[config.mk]
export PLATFORM = sky130hd
export DESIGN_NAME = intr_status_unit
export DESIGN_NICKNAME = d
export VERILOG_FILES = /design/src/rtl/intr_pkg.sv /design/src/rtl/intr_live.sv /design/src/rtl/intr_status.sv /design/src/rtl/intr_mask.sv /design/src/rtl/intr_status_unit.sv
export SDC_FILE = /design/constraint.sdc
export NUM_CORES = 1
export LEC_CHECK = 0
export CAP_MARGIN = 25
export CORE_MARGIN = 2
export CORE_UTILIZATION = 45
export DETAILED_ROUTE_END_ITERATION = 12
export DONT_BUFFER_PORTS = 1
export GPL_TIMING_DRIVEN = 0
export MAX_ROUTING_LAYER = met4
export PLACE_DENSITY = 0.59
export SLEW_MARGIN = 20
export SYNTH_ARGS = -nofsm -noshare
export SYNTH_HDL_FRONTEND = slang
export SYNTH_SLANG_ARGS = --single-unit
[constraint.sdc]
create_clock -name clk -period 2.4 [get_ports clk]
set_input_delay 0.48 -clock clk [delete_from_list [all_inputs] [get_ports clk]]
set_output_delay 0.48 -clock clk [all_outputs]
set_load 0.02 [all_outputs]
[src/rtl/intr_pkg.sv]
package intr_pkg;
  localparam int STAT_W  = 8;
  localparam int B_RCV   = 0;
  localparam int B_TX    = 1;
  localparam int B_TXE   = 2;
  localparam int B_ALLOC = 3;
  localparam int B_OVRN  = 4;

  typedef logic [STAT_W-1:0] stat_t;

  localparam stat_t RESET_STATUS = stat_t'(1) << B_TXE;

  // Bits held up by live queue state.
  function automatic stat_t live_bits(input logic tx_idle, input logic done_left);
    stat_t v;
    v = '0;
    v[B_TXE] = tx_idle;
    v[B_TX]  = done_left;
    return v;
  endfunction

  // Next status: clears first, then sets and live bits dominate.
  function automatic stat_t next_status(input stat_t cur, input stat_t ack_bits,
                                        input stat_t clr, input stat_t set,
                                        input stat_t live);
    return (cur & ~ack_bits & ~clr) | set | live;
  endfunction
endpackage

[src/rtl/intr_live.sv]
module intr_live
  import intr_pkg::*;
#(
  parameter int QLEN_W = 3
) (
  input  logic              clk,
  input  logic              rst_n,
  input  logic [QLEN_W-1:0] tx_len,
  input  logic [QLEN_W-1:0] done_count,
  input  logic              ack_we,
  input  logic              ack_tx,
  output stat_t             live,
  output logic              done_pop
);
  logic done_nonempty;
  logic done_left;
  logic tx_idle;

  assign done_nonempty = (done_count != '0);
  assign done_pop      = ack_we & ack_tx & done_nonempty;
  assign done_left     = done_count > QLEN_W'(done_pop);
  assign tx_idle       = (tx_len == '0);
  assign live          = live_bits(tx_idle, done_left);

  AST_POP_NEEDS_ENTRY: assert property (@(posedge clk) disable iff (!rst_n)
    done_pop |-> (done_count != '0));

  AST_POP_ON_ACK: assert property (@(posedge clk) disable iff (!rst_n)
    done_pop |-> (ack_we && ack_tx));
endmodule

[src/rtl/intr_status.sv]
module intr_status
  import intr_pkg::*;
#(
  parameter stat_t ACK_MASK = 8'hD6
) (
  input  logic  clk,
  input  logic  rst_n,
  input  logic  ack_we,
  input  stat_t ack_data,
  input  stat_t ev_set,
  input  stat_t ev_clr,
  input  stat_t live,
  output stat_t status,
  output stat_t status_nxt
);
  stat_t ack_bits;
  stat_t status_q;

  assign ack_bits   = ack_we ? (ack_data & ACK_MASK) : '0;
  assign status_nxt = next_status(status_q, ack_bits, ev_clr, ev_set, live);
  assign status     = status_q;

  always_ff @(posedge clk) begin
    if (!rst_n) status_q <= RESET_STATUS;
    else        status_q <= status_nxt;
  end

  AST_SET_STICKS: assert property (@(posedge clk) disable iff (!rst_n)
    (($past(ev_set) & ~status_q) == '0));

  AST_ACK_SCOPE: assert property (@(posedge clk) disable iff (!rst_n)
    ((~ACK_MASK & $past(status_q) & ~$past(ev_clr) & ~status_q) == '0));
endmodule

[src/rtl/intr_mask.sv]
module intr_mask
  import intr_pkg::*;
(
  input  logic  clk,
  input  logic  rst_n,
  input  logic  mask_we,
  input  stat_t mask_data,
  output stat_t mask,
  output stat_t mask_nxt
);
  stat_t mask_q;

  assign mask_nxt = mask_we ? mask_data : mask_q;
  assign mask     = mask_q;

  always_ff @(posedge clk) begin
    if (!rst_n) mask_q <= '0;
    else        mask_q <= mask_nxt;
  end

  AST_MASK_LOAD: assert property (@(posedge clk) disable iff (!rst_n)
    $past(mask_we) |-> (mask_q == $past(mask_data)));
endmodule

[src/rtl/intr_status_unit.sv]
module intr_status_unit
  import intr_pkg::*;
#(
  parameter int    QLEN_W   = 3,
  parameter logic [7:0] ACK_MASK = 8'hD6
) (
  input  logic              clk,
  input  logic              rst_n,
  input  logic [QLEN_W-1:0] tx_len,
  input  logic [QLEN_W-1:0] done_count,
  input  logic [7:0]        ev_set,
  input  logic [7:0]        ev_clr,
  input  logic              ack_we,
  input  logic [7:0]        ack_data,
  input  logic              mask_we,
  input  logic [7:0]        mask_data,
  output logic [7:0]        status,
  output logic [7:0]        mask,
  output logic              irq,
  output logic              done_pop
);
  stat_t live;
  stat_t status_nxt;
  stat_t mask_nxt;
  logic  irq_q;

  intr_live #(.QLEN_W(QLEN_W)) u_live (
    .clk        (clk),
    .rst_n      (rst_n),
    .tx_len     (tx_len),
    .done_count (done_count),
    .ack_we     (ack_we),
    .ack_tx     (ack_data[B_TX]),
    .live       (live),
    .done_pop   (done_pop)
  );

  intr_status #(.ACK_MASK(ACK_MASK)) u_status (
    .clk        (clk),
    .rst_n      (rst_n),
    .ack_we     (ack_we),
    .ack_data   (ack_data),
    .ev_set     (ev_set),
    .ev_clr     (ev_clr),
    .live       (live),
    .status     (status),
    .status_nxt (status_nxt)
  );

  intr_mask u_mask (
    .clk       (clk),
    .rst_n     (rst_n),
    .mask_we   (mask_we),
    .mask_data (mask_data),
    .mask      (mask),
    .mask_nxt  (mask_nxt)
  );

  always_ff @(posedge clk) begin
    if (!rst_n) irq_q <= 1'b0;
    else        irq_q <= |(status_nxt & mask_nxt);
  end
  assign irq = irq_q;

  AST_IRQ_LEVEL: assert property (@(posedge clk) disable iff (!rst_n)
    irq == |(status & mask));

  AST_TXE_FORCED: assert property (@(posedge clk) disable iff (!rst_n)
    $past(tx_len == '0) |-> status[B_TXE]);

  AST_TX_FORCED: assert property (@(posedge clk) disable iff (!rst_n)
    ($past(done_count) > QLEN_W'($past(done_pop))) |-> status[B_TX]);
endmodule

==> results of run 1 <==
==> worst max path at each step <==
| stage | slack, ps | startpoint | cells after the start | end |
|---|---|---|---|---|
| 6_report | 650 | ack_data[1] | 7 | irq |
| 5_1_grt | 560 | ack_data[1] | 7 | irq |
| 4_1_cts | 640 | ack_data[1] | 7 | irq |
| 3_5_place_dp | 340 | ack_data[1] | 7 | irq |
| 3_3_place_gp | 340 | ack_data[1] | 7 | irq |
| 2_1_floorplan | 480 | ack_data[1] | 7 | irq |
==> worst max-delay path: stages <==
cell and delay [ps]:
nand2_1 60, nor2_1 360, ha_1 230, nor2_1 50, a311oi_2 280, o2111ai_1 150, o41a_1 310
==> registers in the layout, indices dropped and copies added, names as in the netlist <==
register	flops
u_mask.mask	8
u_status.status	8
irq	1
==> logic make-up after synthesis <==
kind of cell / synth area share [%]
simple gates: 21.6
flops: 46.2
compound gates: 14.3
mux: 11.2
buf+inv: 5.09
fa+ha+maj: 1.70
==> through the flow <==
stage	hold WS, ps	power (W)	util (%)
finish	319	0.000537	51.4
global route	301	0.000570	51.4
CTS	303	0.000549	51.4
detailed placement	609	0.000399	49.7
global placement	607	0.000398	49.7
floorplan	595	0.000388	-
==> final cells by class <==
cell class              count  area, µm²
plain buffers               2       18.8
multi-input cells          52        359
inverters                   5       18.8
fillers                   147        741
clock buffers               4       26.3
well taps                  16       20.0
flip-flops and latches     17        340
==> per-layer routing <==
metal | share of wire (%) | vias up | GRT usage, %
met2 | 44 | 37 | 21.4
met5 | 0 | - | -
met1 | 43 | 228 | 19.0
met3 | 12 | 2 | 5.31
li1 | - | 267 | -
met4 | 0.73 | 0 | 9.09
==> cells in the final DEF (no fill, tap or decap) <==
cell type,count
a21oi_1,1
a311oi_2,1
a31oi_1,3
and2_1,2
and2b_2,1
buf_4,1
buf_6,1
clkbuf_1,1
clkbuf_4,3
dfxtp_1,17
ha_1,1
inv_1,5
mux2_1,1
mux2_2,1
mux2i_1,6
nand2_1,5
nand3_1,1
nand3b_1,1
nor2_1,4
nor2b_1,12
nor3_1,2
o2111ai_1,1
o21a_1,3
o21ai_1,2
o21bai_1,1
o22ai_1,1
o41a_1,1
or3_1,1
==> power by group through the flow <==
stage / Clock, W / Sequential [W] / Combinational [W]
global route: 0.000167 / 0.000335 / 0.0000675
finish: 0.000146 / 0.000333 / 0.0000583
CTS: 0.000156 / 0.000334 / 0.0000595
global placement: 0 / 0.000340 / 0.0000580
detailed placement: 0 / 0.000340 / 0.0000595
floorplan: 0 / 0.000337 / 0.0000508
==> impl_metrics.py, run 1 <==
metrics = {
    "detailed_routing": {
        "wl_um": 1380,
        "routed_via_density": 5.56,
        "vias": 534,
        "ant_nets": 0,
        "post_drt_wl_per_cell_um": 14.4,
        "drt_pass1_iterations": 4,
        "drcViolationCount": 0,
        "drtIter0Drc": 4,
    },
    "power": {
        "pwr-share-seq_pct": 62.0,
        "swShare_pct": 26.4,
        "p_comb_share_pct": 10.9,
        "ir_drop_mv": 0.326,
        "p_leak_nw": 0.331,
        "pwr-share-clk_pct": 27.1,
        "p_per_area_nw_per_um2": 686,
        "switchingPower_w": 0.000141,
        "internal-power_w": 0.000395,
    },
    "sta": {
        "setup_violations": 0,
        "skew_ps": 0.455,
        "fmax_mhz": 572,
        "hold_viol": 0,
        "rsz0062_at_grt": "false",
        "tightest_slew_ps": 426,
        "layout_setup_ws_ps": 652,
        "maxSlewViolCount": 0,
        "min_period_ps": 1750,
        "period_share_pct": 72.8,
        "tns_ps": 0,
        "slew_headroom_pct": 71.5,
    },
    "yosys": {
        "syn_inst": 76,
        "yosysWarningCount": 0,
        "synthTopCellsByCount": "17 x dfxtp_1, 12 x nor2b_1, 6 x mux2i_1",
        "synth_edf_count": 0,
        "yosysSeqAreaShare_pct": 46.2,
        "synth_area_leaders": "dfxtp_1 46%, nor2b_1 10%, mux2i_1 8.1%, o21a_1 3.1%, a31oi_1 2.5%",
        "synth.cell_area_um2": 737,
        "syn-num-nets": 119,
        "synth_area_leader_cell": "dfxtp_1",
        "synth_top_area_share_pct": 46.2,
        "synth.avg_cell_area_um2": 9.70,
        "synthArstFlopShare_pct": 0,
        "ys_ff_latch": 17,
        "synth_most_common_cell": "dfxtp_1",
        "ys_types": 26,
        "synthFlopType": "dfxtp_1",
    },
    "floorplanning": {
        "dieHeight_um": 44.5,
        "coreArea_um2": 1520,
        "start_util_pct": 48.4,
        "die_x_um": 44.5,
        "die_area_um2": 1980,
        "io_pins": 60,
        "num_rows": 14,
    },
    "clocking": {
        "path_clk_slew_ps": 90,
        "postCtsResizedCells": 0,
        "cts_inserted_buffers": 3,
        "post_cts_buffers": 0,
        "clk_path_buf_depth": 2,
        "cts_tree": "done",
        "clk_latency_ps": 280,
        "cts_sinks": 17,
        "htreeDepth": 1,
        "cts_hold_buf": 0,
        "clockRootBuffer": "clkbuf_4",
    },
    "job": {
        "maxCapViolCount": 0,
    },
    "setup_path": {
        "r2r_end": "irq",
        "crit_arrival_ps": 1920,
        "timing.rr.start": "u_mask.mask[3]",
        "path_class": "input port to flop",
        "r2r_slack_ps": 1060,
        "start_kind": "input port",
        "path_max_fanout": 2,
        "r2r_cells": 4,
        "end_kind": "flop",
        "cp.required_ps": 2570,
    },
    "global_route": {
        "grt_usage_pct": 15.4,
        "grt_overflow": 0,
        "antenna_found_initial": 0,
        "grt_pass1_wl_um": 2070,
        "grt_max_degree": 11,
        "grt_pass1_vias": 486,
    },
    "place": {
        "gp_congestion": 0.589,
        "dp_cells": 92,
        "dp_hpwl_um": 1120,
        "io_buffers": 0,
        "place_area_um2": 757,
        "place_ws_ps": 343,
    },
    "cells_and_area": {
        "stdcell_area_um2": 783,
        "finalNonFillerCells": 96,
        "area_growth_pct": 6.28,
        "n_antenna_cell": 0,
        "drive_above_1_share_pct": 10.0,
        "layout.nets": 124,
    },
    "hold_path": {
        "hold_end": "u_status.status[5]",
        "hold_start": "ev_set[5]",
        "worstHoldPathType": "input port to flop",
        "hold_depth": 1,
    },
    "outcome": {
        "status": "complete, no violations",
    },
}
(Power assumes the default switching activity.)
==> inputs of run 2 (changes only) <==
PLACE_DENSITY = 0.61   (was 0.59)
clock period = 1.5 ns   (was 2.4 ns; I/O delays follow)
==> run 2 against run 1 <==
Net effect:
- sequential cell count did not move
- clock skew rose by 4.5 ps
- register-to-register slack got worse by 910 ps
- total power rose by 62%
- clock power rose by 61%
- critical path depth did not move
- sequential share of layout area fell by 1.1 points
- die area did not move
==> impl_metrics.py, run 2 (synthesis results as in run 1) <==
metrics = {
    "global_route": {
        "grt_max_degree": 11,
        "grt_pass1_vias": 581,
        "antenna_found_initial": 0,
        "grt-busiest-layer": "met2",
        "grt_overflow": 0,
        "grtUsageMet1_pct": 18.5,
        "grtUsageMet2_pct": 29.3,
        "use_met3_pct": 2.86,
        "grt_usage_pct": 17.1,
        "grt_pass1_wl_um": 2330,
    },
    "setup_path": {
        "end_kind": "flop",
        "cp_cell_sequence": "nor3_4, nor2_2, ha_1, nor2_1, a311oi_2, o2111ai_2, o41a_1",
        "max_stage_delay_ps": 310,
        "path_max_fanout": 2,
        "path_class": "input port to flop",
        "crit_arrival_ps": 1620,
        "start_kind": "input port",
        "crit_slowest_cell": "o41a_1",
        "cp.required_ps": 1680,
    },
    "sta": {
        "rsz0062_at_grt": "true",
        "tns_ps": 0,
        "period_share_pct": 95.9,
        "min_period_ps": 1440,
        "setup_violations": 0,
        "slew_headroom_pct": 81.3,
        "fmax_mhz": 695,
        "maxSlewViolCount": 0,
        "layout_setup_ws_ps": 61.5,
        "tightest_slew_ps": 281,
        "skew_ps": 4.96,
        "hold_viol": 0,
        "hold_slack_ps": 137,
    },
    "cells_and_area": {
        "finalNonFillerCells": 96,
        "fillCellCount": 158,
        "layout.nets": 124,
        "drive_above_1_share_pct": 13.8,
        "n_antenna_cell": 0,
        "area_growth_pct": 9.00,
        "layout_commonest_cell": "dfxtp_1",
        "final_core_util_pct": 52.7,
        "final_cell_mix": "17 x dfxtp_1, 12 x nor2b_1, 6 x mux2i_1",
    },
    "floorplanning": {
        "num_rows": 14,
        "dieHeight_um": 44.5,
        "start_util_pct": 48.4,
        "coreArea_um2": 1520,
        "io_pins": 60,
        "die_x_um": 44.5,
        "die_area_um2": 1980,
    },
    "clocking": {
        "cts_inserted_buffers": 3,
        "cts_tree": "done",
        "post_cts_buffers": 0,
        "cts_hold_buf": 0,
        "clk_path_buf_depth": 2,
        "path_clk_slew_ps": 90,
        "clockRootBuffer": "clkbuf_4",
        "clk_latency_ps": 280,
        "cts_sinks": 17,
        "htreeDepth": 1,
    },
    "place": {
        "dp_cells": 92,
        "dp_hpwl_um": 1190,
        "gp_congestion": 0.613,
        "io_buffers": 0,
        "place_ws_ps": -245,
    },
    "detailed_routing": {
        "routed_via_density": 5.67,
        "post_drt_wl_per_cell_um": 15.8,
        "ant_nets": 0,
        "drcViolationCount": 0,
        "drt_pass1_iterations": 2,
        "wl_um": 1520,
        "drtIter0Drc": 2,
        "vias": 544,
    },
    "power": {
        "p_leak_nw": 0.337,
        "ir_drop_mv": 0.695,
        "p_per_area_nw_per_um2": 1080,
    },
    "hold_path": {
        "worstHoldPathType": "input port to flop",
    },
    "job": {
        "maxCapViolCount": 0,
    },
    "outcome": {
        "status": "complete, no violations",
    },
}
run 2: cell counts in the layout (fill, tap and decap cells not counted):
No cell type changed its count.
run 2: report_power, final:
| part | leakage (nW) | switching [W] | internal, W |
|---|---|---|---|
| combinational | 0.181 | 0.0000471 | 0.0000516 |
| sequential | 0.141 | 0.0000531 | 0.000481 |
| clock | 0.0150 | 0.000132 | 0.000103 |
| total | 0.337 | 0.000232 | 0.000635 |
run 2: final timing paths:
path	slack, ps	startpoint	cells after the start	end
setup reg to reg	150	u_mask.mask[3]	4	irq
hold reg to reg	640	u_status.status[2]	2	u_status.status[2]
hold / removal	140	ev_set[0]	1	u_status.status[0]
setup / recovery	60	done_count[1]	7	irq
run 2: area by class of cell:
type                    count  area, µm²  share of cell area, %
plain buffers               2       18.8                   2.34
clock buffers               4       26.3                   3.27
inverters                   5       18.8                   2.34
multi-input cells          52        379                   47.2
flip-flops and latches     17        340                   42.4
well taps                  16       20.0                   2.49
run 2: worst max-delay path: cells and delay by family:
| family | cells | cell delay, ps |
|---|---|---|
| compound gates | 3 | 720 |
| simple gates | 3 | 310 |
| fa+ha+maj | 1 | 280 |
run 2: timing repair:
item	in CTS	in global routing
resized for setup	0	1
hold endpoints to repair	0	0
setup endpoints to repair	0	1
run 2: metal layers:
| metal | vias to the layer above | share of wire [%] |
|---|---|---|
| li1 | 271 | - |
| met1 | 240 | 43 |
| met2 | 33 | 49 |
| met3 | 0 | 7.6 |
| met4 | 0 | 0 |
| met5 | - | 0 |
run 2: metrics by stage:
| stage | cell area (µm²) | total power (W) |
|---|---|---|
| final | 803 | 0.000868 |
| after global routing | 803 | 0.000908 |
| after CTS | 797 | 0.000882 |
| after detailed placement | 771 | 0.000642 |
| after global placement | 771 | 0.000639 |
| after floorplan | 751 | 0.000623 |
==> inputs of run 3 (changes only) <==
HOLD_SLACK_MARGIN = 0.12   (was default)
==> results of run 3 <==
The final DEF is identical to that of run 2; final timing and power are the same.
